**src/rtl/step_ctr_pkg.sv**
```systemverilog
package step_ctr_pkg;
  typedef enum logic [1:0] {
    OP_HOLD = 2'd0,
    OP_STEP = 2'd1,
    OP_LOAD = 2'd2,
    OP_CLR  = 2'd3
  } ctr_op_t;
endpackage

```
**src/rtl/step_ctr_decode.sv**
```systemverilog
module step_ctr_decode
  import step_ctr_pkg::*;
(
  input  logic    adv_en,
  input  logic    clr_req,
  input  logic    ld_en,
  output ctr_op_t op
);
  // Fixed priority: clear, then load, then step.
  always_comb begin
    if (clr_req)     op = OP_CLR;
    else if (ld_en)  op = OP_LOAD;
    else if (adv_en) op = OP_STEP;
    else             op = OP_HOLD;
  end
endmodule

```
**src/rtl/step_ctr_ext.sv**
```systemverilog
module step_ctr_ext #(
  parameter int CNT_W  = 8,
  parameter int STEP_W = 5
) (
  input  logic [STEP_W-1:0] step_val,
  output logic [CNT_W-1:0]  step_ext
);
  localparam int PAD_W = (CNT_W > STEP_W) ? CNT_W - STEP_W : 1;

  generate
    if (STEP_W >= CNT_W) begin : g_trunc
      // The upper bits drop out of a modular sum anyway.
      assign step_ext = step_val[CNT_W-1:0];
    end else begin : g_sext
      logic [PAD_W-1:0] pad;
      assign pad      = {PAD_W{step_val[STEP_W-1]}};
      assign step_ext = {pad, step_val};
    end
  endgenerate
endmodule

```
**src/rtl/step_ctr.sv**
```systemverilog
module step_ctr
  import step_ctr_pkg::*;
#(
  parameter int              CNT_W    = 8,
  parameter int              STEP_W   = 5,
  parameter logic [CNT_W-1:0] INIT_VAL = 8'h3C
) (
  input  logic              clk,
  input  logic              rst,
  input  logic              adv_en,
  input  logic [STEP_W-1:0] step_val,
  input  logic              clr_req,
  input  logic              ld_en,
  input  logic [CNT_W-1:0]  ld_val,
  output logic [CNT_W-1:0]  count_q
);
  ctr_op_t          op;
  logic [CNT_W-1:0] step_ext;
  logic [CNT_W-1:0] cnt_r;
  logic [CNT_W-1:0] cnt_nxt;

  step_ctr_decode u_decode (
    .adv_en  (adv_en),
    .clr_req (clr_req),
    .ld_en   (ld_en),
    .op      (op)
  );

  step_ctr_ext #(.CNT_W(CNT_W), .STEP_W(STEP_W)) u_ext (
    .step_val (step_val),
    .step_ext (step_ext)
  );

  always_comb begin
    unique case (op)
      OP_CLR:  cnt_nxt = INIT_VAL;
      OP_LOAD: cnt_nxt = ld_val;
      OP_STEP: cnt_nxt = cnt_r + step_ext;
      default: cnt_nxt = cnt_r;
    endcase
  end

  always_ff @(posedge clk) begin
    if (rst) cnt_r <= INIT_VAL;
    else     cnt_r <= cnt_nxt;
  end

  assign count_q = cnt_r;


  reset_value_chk: assert property (@(posedge clk)
    $past(rst) |-> count_q == INIT_VAL);


  clear_wins_chk: assert property (@(posedge clk) disable iff (rst)
    clr_req |=> count_q == INIT_VAL);


  load_value_chk: assert property (@(posedge clk) disable iff (rst)
    (ld_en && !clr_req) |=> count_q == $past(ld_val));


  step_delta_chk: assert property (@(posedge clk) disable iff (rst)
    (adv_en && !ld_en && !clr_req) |=> (count_q - $past(count_q)) == $past(step_ext));


  idle_hold_chk: assert property (@(posedge clk) disable iff (rst)
    (!adv_en && !ld_en && !clr_req) |=> $stable(count_q));
endmodule

```
**config.mk**
```make
export PLATFORM = sky130hd
export DESIGN_NAME = step_ctr
export DESIGN_NICKNAME = d
export VERILOG_FILES = /design/src/rtl/step_ctr_pkg.sv /design/src/rtl/step_ctr_decode.sv /design/src/rtl/step_ctr_ext.sv /design/src/rtl/step_ctr.sv
export SDC_FILE = /design/constraint.sdc
export NUM_CORES = 1
export LEC_CHECK = 0
export ABC_AREA = 1
export BUFFER_PORTS_ARGS = -buffer_cell sky130_fd_sc_hd__buf_2
export CAP_MARGIN = 20
export CORE_UTILIZATION = 44
export DETAILED_ROUTE_END_ITERATION = 12
export PLACE_DENSITY = 0.74
export SETUP_SLACK_MARGIN = 0.3
export SLEW_MARGIN = 20
export SYNTH_ARGS = -nofsm -noshare
export SYNTH_HDL_FRONTEND = slang
export SYNTH_SLANG_ARGS = --single-unit
```
**constraint.sdc**
```tcl
create_clock -name clk -period 1.4 [get_ports clk]
set_input_delay 0.14 -clock clk [delete_from_list [all_inputs] [get_ports clk]]
set_output_delay 0.14 -clock clk [all_outputs]
set_load 0.03 [all_outputs]
```
* Yosys cells after proc, flatten, opt, wreduce, memory -nomap -nowiden
Cells that the tools add are included.
Word-level totals: register bits 8, bits in latches 0, memory bits (writable) 0, ROM bits 0, memories 0
Operators by class: $add $sub $neg 1, $mul 0, div/mod/pow operators 0, order comparisons 0, eq/ne operators 3, shifts and indexed selects 0, mux-type cells 4, bitwise logic cells 0, reduce and logical (&&, ||, !) cells 1
Operator list (number):
- $pmux W8 S3 | 1
- $add A8 B8 Y8 | 1
- $eq A2 B2 Y1 const B | 2
- $mux W2 | 2
- $reduce_bool A3 Y1 | 1
- $eq A2 B1 Y1 const B | 1
- $mux W1 | 1

* Logic depth before layout (Yosys ltp)
depth after elaboration 5, depth in mapped cells 11

* Cells and area by module
From an unflattened synthesis, not the netlist that was laid out.
Unflattened totals: cells, all modules 128, area, all modules 870.8 µm²
By module, submodules not included:
- step_ctr | times used 1, cells each 115, area each 792.0 µm², seq. area each 160.2 µm²
- step_ctr_ext | times used 1, cells each 8, area each 60.1 µm², seq. area each 0.0 µm²
- step_ctr_decode | times used 1, cells each 5, area each 18.8 µm², seq. area each 0.0 µm²

* Worst setup path after synthesis
OpenSTA, ideal clock, no wires.
kind register -> register, start register cnt_r[0] (netlist: count_q[0]), end register cnt_r[2] (netlist: count_q[2]), arrival time 1.620 ns, data required time 1.280 ns, path slack -0.340 ns, cell stages (with the launch flop) 9, cell sequence dfxtp_1 ha_1 inv_1 fa_1 inv_1 a21oi_1 o21ai_0 a21oi_1 a211o_1
On the way: cells in the longest elaborated chain, start to end 2
RTL lines:
- from (decl) | line step_ctr.sv:19 | logic [CNT_W-1:0] cnt_r;
- from (signal assigned) | line step_ctr.sv:45 | else cnt_r <= cnt_nxt;
- $add A8 B8 Y8 | line step_ctr.sv:38 | OP_STEP: cnt_nxt = cnt_r + step_ext;
- $pmux W8 S3 | line step_ctr.sv:35 | unique case (op)
No other way between the ends. A chain may end at the register's enable or synchronous reset.

* Worst setup path after layout
start register cnt_r[2] (netlist: count_q[2]), end register cnt_r[3] (netlist: count_q[3])
Same word-level chain as after synthesis.

==> results.txt <==
----------------------------------------------------
[STA]
  Accumulated negative setup slack ... -0.2645 ns
  Setup-violating endpoint count in the final report ... 4
  Actual transition at the worst max-transition pin ... 0.2908 ns
  Worst-case clock skew ... 0.001729 ns
  Max Clock Freq ... 677.1 MHz
  Final critical-path share of the clock period ... 1.055
  Hold Violations, Final ... 0
  Final worst slack ... -0.07698 ns
  Max-slew violations ... 0
  Setup repair after global routing missed its margin ... true
  Worst slew margin relative to its limit ... 0.8062
  Post-Route Hold Slack ... 0.1479 ns
  Fin crit period ... 1.477 ns

[CTS]
  Clk sink count ... 8
  H-tree levels ... 1
  Clock Tree Root ... sky130_fd_sc_hd__clkbuf_4
  Post-CTS clock slew at the launch and capture registers of the worst setup and hold paths ... 0.06 ns
  TritonCTS clock tree ... built
  Number of clock buffers inserted by TritonCTS ... 3
  Clock tree buffer depth ... 2
  Skew-Pair Late Insertion Delay ... 0.26 ns

[Finish]
  Layout overhead on the synthesized area ... 55.90%
  Ratio of cells with drive above 1 in the final layout ... 0.5000
  Post-layout nets ... 189
  Flip-flop count of the largest register, all copies and words added ... 8
  Final standard cell area without fillers ... 1207 µm²
  Final std cells w/o fill ... 174
  Number of fillers in the final layout ... 130
  Antenna cells ... 0

[Synthesis]
  Synth top cells by count ... 40 x sky130_fd_sc_hd__nand2_1, 19 x sky130_fd_sc_hd__inv_1, 12 x sky130_fd_sc_hd__a21oi_1
  Synth area leaders ... sky130_fd_sc_hd__dfxtp_1 21%, sky130_fd_sc_hd__nand2_1 19%, sky130_fd_sc_hd__ha_1 16%, sky130_fd_sc_hd__inv_1 9.2%, sky130_fd_sc_hd__a21oi_1 7.8%
  Post-synth top area cell ... sky130_fd_sc_hd__dfxtp_1
  Dominant cell by count in the synthesized netlist ... sky130_fd_sc_hd__nand2_1
  Number of warnings printed during yosys synthesis ... 0
  Synthesized netlist net count ... 149
  Gate count of the mapped netlist ... 120
  Ys flop type ... sky130_fd_sc_hd__dfxtp_1
  Number of library cell types mapped by synthesis ... 23
  Number of flops mapped to enable cells by yosys ... 0
  Share of synthesized flip-flops with an asynchronous set or reset ... 0
  Fraction of post-synthesis cell area in the top cell type by area ... 0.2068
  Sequential element share of the synthesized area ... 0.2068
  Mean Syn Cell Area ... 6.454 µm²
  Number of synthesized register bits ... 8
  Syn Std Cell Area ... 774.5 µm²

[Critical path]
  Arrival time at the worst endpoint ... 1.62 ns
  Startpoint Class ... flop
  Largest delay contributor family on the critical path ... simple AND/OR/NAND/NOR gates
  Total buffers and inverters traversed by the critical path ... 0
  List of cells traversed by the critical path ... ha_4 -> or2_4 -> and2_4 -> xnor2_2 -> nor2_1 -> o22ai_1 -> nand2_1
  Slowest stage cell, crit path ... sky130_fd_sc_hd__dfxtp_4
  Critical path start-end classification ... flop to flop
  Required time at the endpoint of the critical path ... 1.55 ns
  Stage delay of the slowest cell on the critical path ... 0.35 ns
  Maximum fanout count along the critical path ... 3
  Capturing element type of the critical path ... flop

[Flow run]
  Maximum Capacitance Violations ... 0

[Drt]
  Wire length the detailed router placed on met1 ... 996 µm
  Routed length on met2 ... 1.150 mm
  Vias per std cell ... 5.247
  Count of vias placed by the detailed router ... 913
  First-pass iteration count of the detailed router ... 4
  Final routed wire length divided by cell count ... 13.07 µm
  Met3 routed wirelength ... 79 µm
  Overall routed net length ... 2.274 mm
  Top routing layer in use ... met4
  Number of DRC markers in iteration 0 ... 36
  Post-route DRC ... 0
  Post-route ant nets ... 0

[Placed design]
  Weighted congestion reported at the end of routability-driven placement ... 0.7909
  Input/output buffers ... 25
  Detailed Place HPWL ... 1.687 mm
  Cell area after placement ... 1089 µm²
  Post-Place Cells ... 168

[Floorplan]
  Chip height ... 43.96 µm
  I/O Pins ... 26
  Die Footprint ... 1932 µm²
  Number of rows created at floorplan ... 14
  Core area ... 1577 µm²
  Starting density of the core ... 0.4913
  Die X-Extent ... 43.96 µm

[Global route]
  Global-route congestion overflow total ... 0
  Global Route Usage Sum ... 0.2628
  Global-route wire length before repair ... 3.746 mm
  Number of antenna violations at the first check in global routing ... 0
  Maximum number of pins on one net before global-route repair ... 9
  Number of global-route vias before repair ... 893

[Pwr]
  Worst IR drop on VDD ... 0.0005714 V
  Post-route total power ... 875.2 µW
  Power density over cell area ... 724.8 nW/µm²
  Leakage power summed over all cells ... 0.5874 nW

[Status]
  Run status ... complete, but fails checks
  Failing checks ... negative setup slack

[Hold path]
  Hold Crit Class ... input pin to flop

----------------------------------------------------
stage by stage:
step | setup slack, ns | utilization
2_1_floorplan | -0.07315 | -
6_report | -0.07698 | 0.7659
3_5_place_dp | -0.05119 | 0.6905
3_3_place_gp | -0.05637 | 0.6905
4_1_cts | -0.06586 | 0.7532
5_1_grt | -0.1781 | 0.7659
what timing repair did:
item                       in CTS  in global routing
hold buffers                    0                  0
buffers inserted                2                  1
setup endpoints to repair       8                  9
gates cloned                    0                  0
resized for setup              14                  5
pin swaps                       9                  6
worst reg2reg max path, cell delays in order (launching register included):
cell                      delay [ns]
sky130_fd_sc_hd__dfxtp_4        0.35
sky130_fd_sc_hd__ha_4           0.22
sky130_fd_sc_hd__or2_4          0.24
sky130_fd_sc_hd__and2_4         0.17
sky130_fd_sc_hd__xnor2_2        0.14
sky130_fd_sc_hd__nor2_1         0.07
sky130_fd_sc_hd__o22ai_1        0.12
sky130_fd_sc_hd__nand2_1        0.06
area by class of cell:
class                           instances  area [µm²]  share of cell area
Clock buffer                            3       22.52             0.01865
Timing Repair Buffer                   37       215.2              0.1782
Sequential cell                         8       186.4              0.1544
Inverter                               19       71.32             0.05907
Multi-Input combinational cell         91       691.9              0.5731
Tap cell                               16       20.02             0.01658
report_power, final:
group / internal, mW / switching (mW) / total (mW)
logic: 0.200 / 0.234 / 0.434
registers: 0.240 / 0.0183 / 0.259
clock network: 0.0985 / 0.0839 / 0.182
total: 0.539 / 0.336 / 0.875
per-layer routing:
metal | global-route usage | up-vias
met3 | 0.02917 | 4
li1 | - | 464
met4 | 0.1030 | 0
met1 | 0.3451 | 413
met5 | 0 | -
met2 | 0.4388 | 32
worst paths after layout:
check,start,end,slack (ns),depth (start not counted)
hold / removal,rst,count_q[7]$_SDFFE_PP0P_,0.15,2
setup reg to reg,count_q[2]$_SDFFE_PP1P_,count_q[3]$_SDFFE_PP1P_,-0.08,7
setup / recovery,count_q[2]$_SDFFE_PP1P_,count_q[3]$_SDFFE_PP1P_,-0.08,7
hold reg to reg,count_q[4]$_SDFFE_PP1P_,count_q[4]$_SDFFE_PP1P_,0.49,2
cell usage in the layout (no fill, tap or decap), drive strengths merged:
cell type and n:
and2 1, inv 19, or2 1, ha 10, buf 37, dfxtp 8
nand3 7, o21ai 3, nand2 40, a211o 1, fa 1, nand3b 1
nand4 2, xnor2 1, nor2 5, a22o 1, xor2 2, o21bai 1
a21oi 13, o22ai 1, clkbuf 3
cell families (layout without fill, tap and decap cells):
group / Yosys count / in the layout / share of synthesized area
simple gates: 57 / 57 / 0.3215
buf+inv: 21 / 59 / 0.1018
compound gates: 20 / 20 / 0.1486
fa+ha+maj: 11 / 11 / 0.1874
flops: 8 / 8 / 0.2068
xor+xnor: 3 / 3 / 0.03393
Power figures use the tool's default switching activity.
